==> src/rtl/ctl_port.sv <==
module ctl_port #(
  parameter logic [7:0] PU_MASK = 8'h8F
) (
  input  logic       clk,
  input  logic       rst_n,
  input  logic       periph_mode,
  input  logic       wr_en,
  input  logic [1:0] addr,
  input  logic [7:0] wdata,
  output logic [7:0] rdata,
  input  logic [7:0] fn_out,
  input  logic [7:0] fn_oe,
  input  logic [7:0] pad_in,
  output logic [7:0] pad_out,
  output logic [7:0] pad_oe,
  output logic [7:0] pad_pu,
  output logic       irq_n,
  output logic       nmi_n
);

  logic [7:0] dat_q;
  logic [7:2] dir_q;
  logic [7:0] sel_q;
  logic       pu_q;
  logic [7:2] gp_out;

  always_ff @(posedge clk or negedge rst_n) begin
    if (!rst_n) begin
      dat_q <= '0;
      dir_q <= '0;
      sel_q <= '0;
      pu_q  <= 1'b0;
    end else if (wr_en) begin
      case (addr)
        2'd0: dat_q <= wdata;
        2'd1: dir_q <= wdata[7:2];
        2'd2: sel_q <= wdata;
        default: if (!periph_mode) pu_q <= wdata[0];
      endcase
    end
  end

  assign gp_out = dir_q & ~sel_q[7:2];

  assign pad_oe  = {(sel_q[7:2] & fn_oe[7:2]) | gp_out, 2'b00};
  assign pad_out = {(sel_q[7:2] & fn_out[7:2]) | (~sel_q[7:2] & dat_q[7:2]), 2'b00};
  assign pad_pu  = pu_q ? PU_MASK : 8'h00;

  assign nmi_n = sel_q[0] ? pad_in[0] : 1'b1;
  assign irq_n = sel_q[1] ? pad_in[1] : 1'b1;

  always_comb begin
    case (addr)
      2'd0:    rdata = {(gp_out & dat_q[7:2]) | (~gp_out & pad_in[7:2]), pad_in[1:0]};
      2'd1:    rdata = {dir_q, 2'b00};
      2'd2:    rdata = sel_q;
      default: rdata = {7'd0, pu_q & ~periph_mode};
    endcase
  end


  in_only_pins_chk: assert property (@(posedge clk) disable iff (!rst_n)
    pad_oe[1:0] == 2'b00 && pad_out[1:0] == 2'b00);


  dir_to_oe_chk: assert property (@(posedge clk) disable iff (!rst_n)
    (wr_en && addr == 2'd1 && !sel_q[7]) |=> pad_oe[7] == $past(wdata[7]));


  irq_idle_chk: assert property (@(posedge clk) disable iff (!rst_n)
    (!sel_q[1] |-> irq_n) and (!sel_q[0] |-> nmi_n));


  pu_shape_chk: assert property (@(posedge clk) disable iff (!rst_n)
    $countones(pad_pu) == 0 || $countones(pad_pu) == 5);


  pu_periph_hold_chk: assert property (@(posedge clk) disable iff (!rst_n)
    (periph_mode && wr_en && addr == 2'd3) |=> $stable(pad_pu));

endmodule

==> config.mk <==
export PLATFORM = sky130hd
export DESIGN_NAME = ctl_port
export DESIGN_NICKNAME = d
export VERILOG_FILES = /design/src/rtl/ctl_port.sv
export SDC_FILE = /design/constraint.sdc
export NUM_CORES = 1
export LEC_CHECK = 0
export CAP_MARGIN = 0
export CORE_MARGIN = 2
export CORE_UTILIZATION = 39
export DETAILED_ROUTE_END_ITERATION = 8
export GPL_TIMING_DRIVEN = 0
export PLACE_DENSITY = 0.89
export RECOVER_POWER = 50
export SLEW_MARGIN = 10
export SYNTH_ARGS = -nofsm -noshare
export SYNTH_HDL_FRONTEND = slang
export SYNTH_SLANG_ARGS = --single-unit
==> constraint.sdc <==
create_clock -name clk -period 1.5 [get_ports clk]
set_input_delay 0.15 -clock clk [delete_from_list [all_inputs] [get_ports clk]]
set_output_delay 0.15 -clock clk [all_outputs]
set_load 0.005 [all_outputs]
==> key figures <==
Outcome
  • Outcome: complete, but fails checks
  • Failing checks: negative setup slack

Routing
  • DRT Pass-1 Iters: 4
  • DRT Wirelength: 3566 µm
  • WL per Instance: 13.61 µm
  • Vias per inst: 4.756
  • DRT iter0 DRCs: 25
  • Vias post-DR: 1246
  • Residual DRC: 0
  • Antenna Nets Post-Route: 0

Yosys
  • Cell taking the most area after synthesis: dfrtp_1
  • Synthesized flop and latch total: 21
  • Synth unique cells: 23
  • Syn. warnings: 0
  • Synthesized area: 1320 µm²
  • Sequential-to-total area share from yosys stat: 39.81%
  • Share of the synthesized area in the top cell type: 39.81%
  • Cell count after synthesis: 124
  • Top cells by area, synth: dfrtp_1, mux2_2, buf_4
  • Syn Area/Cell: 10.65 µm²

Placement
  • DP HPWL: 2409 µm
  • Area post-placement: 2001 µm²
  • # port buffers: 60
  • Routability cong.: 0.7332

Clock network
  • CTS Buffer Depth: 2
  • Clk root buf: clkbuf_4
  • Skew-Pair Late Insertion Delay: 300 ps
  • CTS buffer count: 3
  • CTS Sinks: 21
  • Clk pin slew, worst setup/hold paths: 120 ps
  • H-Tree Depth: 1
  • CTS tree: done
  • Hold bufs inserted after CTS: 0

Worst setup path
  • Reg2Reg Depth: 3
  • CP Depth: 4
  • Crit path launch: dir_q[5]$_DFFE_PN0P_
  • CP top delay family: simple AND/OR/NAND/NOR gates
  • Reg-to-reg critical path startpoint: sel_q[4]$_DFFE_PN0P_
  • Cells along the critical path: or4b_1, o21ai_1, o21bai_1, buf_2
  • Critical Path Sink Type: primary output
  • CP startpoint kind: register
  • Slowest library cell on the worst path: or4b_1
  • CP arrival: 1500 ps
  • CP required: 1350 ps
  • Slowest stage delay, CP: 460 ps
  • Critical path class: register to primary output
  • Worst path bufs/invs: 1
  • Crit path max fanout: 2

GRT
  • First-pass GRT wire length: 5975 µm
  • Number of global-route vias before repair: 1378
  • Global-route usage over all layers: 19.13%
  • Initial antenna violation count: 0
  • Largest net degree at the start of global routing: 22
  • Grt ovf: 0

Floorplanning
  • Site row count: 21
  • Initial cell density of the core: 40.19%
  • Die Span X: 62.18 µm
  • IO Count: 72
  • Die height: 62.18 µm
  • Die area: 3866 µm²
  • Core Area: 3284 µm²

Layout
  • Antenna diodes: 0
  • Fin nets: 255
  • Fin area: 2226 µm²
  • Area Overhead vs Synth: 68.63%
  • Share of layout cells above drive strength 1: 44.91%
  • Fillcell total: 281

Flow run
  • Maxcap violations: 0

Timing
  • Max-slew headroom: 35.78%
  • Worst slew pin tran: 960.2 ps
  • Slew Limit Fails: 0
  • Period Utilization, post-route: 109.8%
  • Max frequency: 607.2 MHz
  • Hold Violations, Final: 0
  • Unrepaired setup endpoints after global routing: true
  • # setup viols final: 5
  • PnR worst setup slack: -147.0 ps
  • Setup skew after layout: 0 ps
  • Tmin final: 1647 ps

Pwr
  • VDD IR max: 490.9 µV
  • Net Switching: 0.5994 mW
  • Sequential power share: 38.5%
  • Combinational share of power: 47.6%
  • Clock share of power: 13.8%
  • Internal Power: 1.399 mW
  • Final Power: 1.999 mW
  • Net switching share of the total power: 29.99%
  • Cell Pwr Density: 897.9 nW/µm²
  • Leakage: 1.078 nW

Min path
  • Min-delay worst type: primary input to asynchronous set/reset pin
Yosys cell counts, drive strengths merged:
cell type  number
nand3b          2
mux2i           2
nand2           5
or4b            1
nor2b           1
nand2b          2
conb            1
dfrtp          21
nor3b           1
o21ai          14
o21bai          6
a21o            1
and2b           1
o32ai           5
inv            10
buf            16
nor2            1
nand3           2
a21oi           5
mux2           27
placed cells by master (no fill, tap or decap), types with 2 or more instances in the layout:
cell,n
clkdlybuf4s50_1,32
buf_4,26
mux2_2,25
dfrtp_1,20
buf_6,11
o21ai_0,9
dlygate4sd2_1,8
inv_1,7
conb_1,7
buf_2,7
clkbuf_2,6
o21bai_1,6
nand2_1,5
o21ai_1,4
a21oi_2,4
o32ai_2,4
dlymetal6s2s_1,4
clkbuf_4,3
inv_2,2
mux2_4,2
mux2i_1,2
nand2b_1,2
nand3_1,2
registers in the layout, summed over array words and instances (netlist names):
register,cells
dat_q,6
dir_q,6
pu_q,1
sel_q,8
what timing repair did:
| action | CTS | global route |
|---|---|---|
| resized for setup | 65 | 34 |
| endpoints found under the setup margin | 25 | 26 |
| endpoints found under the hold margin | 0 | 0 |
| setup buffers | 20 | 3 |
| pin swaps | 2 | 4 |
routing by layer:
layer  wire (µm)  global-route usage, %  up-vias
li1            -                      -      605
met1        1499                  21.35      593
met2        1824                  35.46       42
met3         182                  3.261        6
met4          59                  8.611        0
met5           0                      0        -
power by group through the flow:
stage / clock (mW) / combinational (mW) / sequential [mW]
6_report: 0.277 / 0.952 / 0.770
5_1_grt: 0.299 / 1.04 / 0.786
4_1_cts: 0.287 / 0.915 / 0.759
3_5_place_dp: 0 / 0.802 / 0.792
3_3_place_gp: 0 / 0.784 / 0.786
2_1_floorplan: 0 / 0.380 / 0.762
cell families after synthesis:
kind of cell	share of synthesized area (%)
AOI/OAI and AO/OA	14.50
buffers and inverters	11.85
DFF	39.81
muxes	24.55
other	0.2841
and+or+nand+nor	9.005
path summary, 6_finish.rpt:
check                                        to  slack, ps
max                                    rdata[5]       -150
min                        sel_q[5]$_DFFE_PN0P_        430
max reg2reg                sel_q[4]$_DFFE_PN0P_        490
min reg2reg                dat_q[5]$_DFFE_PN0P_        520
max in group asynchronous      pu_q$_DFFE_PN0P_        420
min in group clk           dat_q[5]$_DFFE_PN0P_        450
cell type report:
| class | count | area [µm²] | share of cell area [%] |
|---|---|---|---|
| timing repair buffer | 82 | 733.2 | 32.94 |
| multi-input combinational | 83 | 704.4 | 31.65 |
| sequential | 21 | 526.8 | 23.67 |
| buffer | 16 | 136.4 | 6.127 |
| tap | 46 | 57.56 | 2.586 |
| inverter | 10 | 40.04 | 1.799 |
| clock buffer | 3 | 22.52 | 1.012 |
| clock inverter | 1 | 5.005 | 0.2248 |
through the flow:
stage	hold slack [ps]	instances	setup TNS (ps)	utilization, %	worst slack [ps]
5_1_grt	447.3	262	-800.8	67.77	-202.0
3_3_place_gp	491.0	236	-7694	60.91	-668.7
3_5_place_dp	500.7	236	-8195	60.91	-681.3
4_1_cts	386.2	260	-290.2	66.48	-163.8
6_report	429.6	262	-337.8	67.77	-147.0
2_1_floorplan	-145.6	130	0	-	344.3
worst register-to-register path, cell delays in order, from the launching register on:
cell	delay (ps)
dfrtp_1	400
buf_4	140
buf_4	130
mux2_2	250
Power figures use the tool's default switching activity.
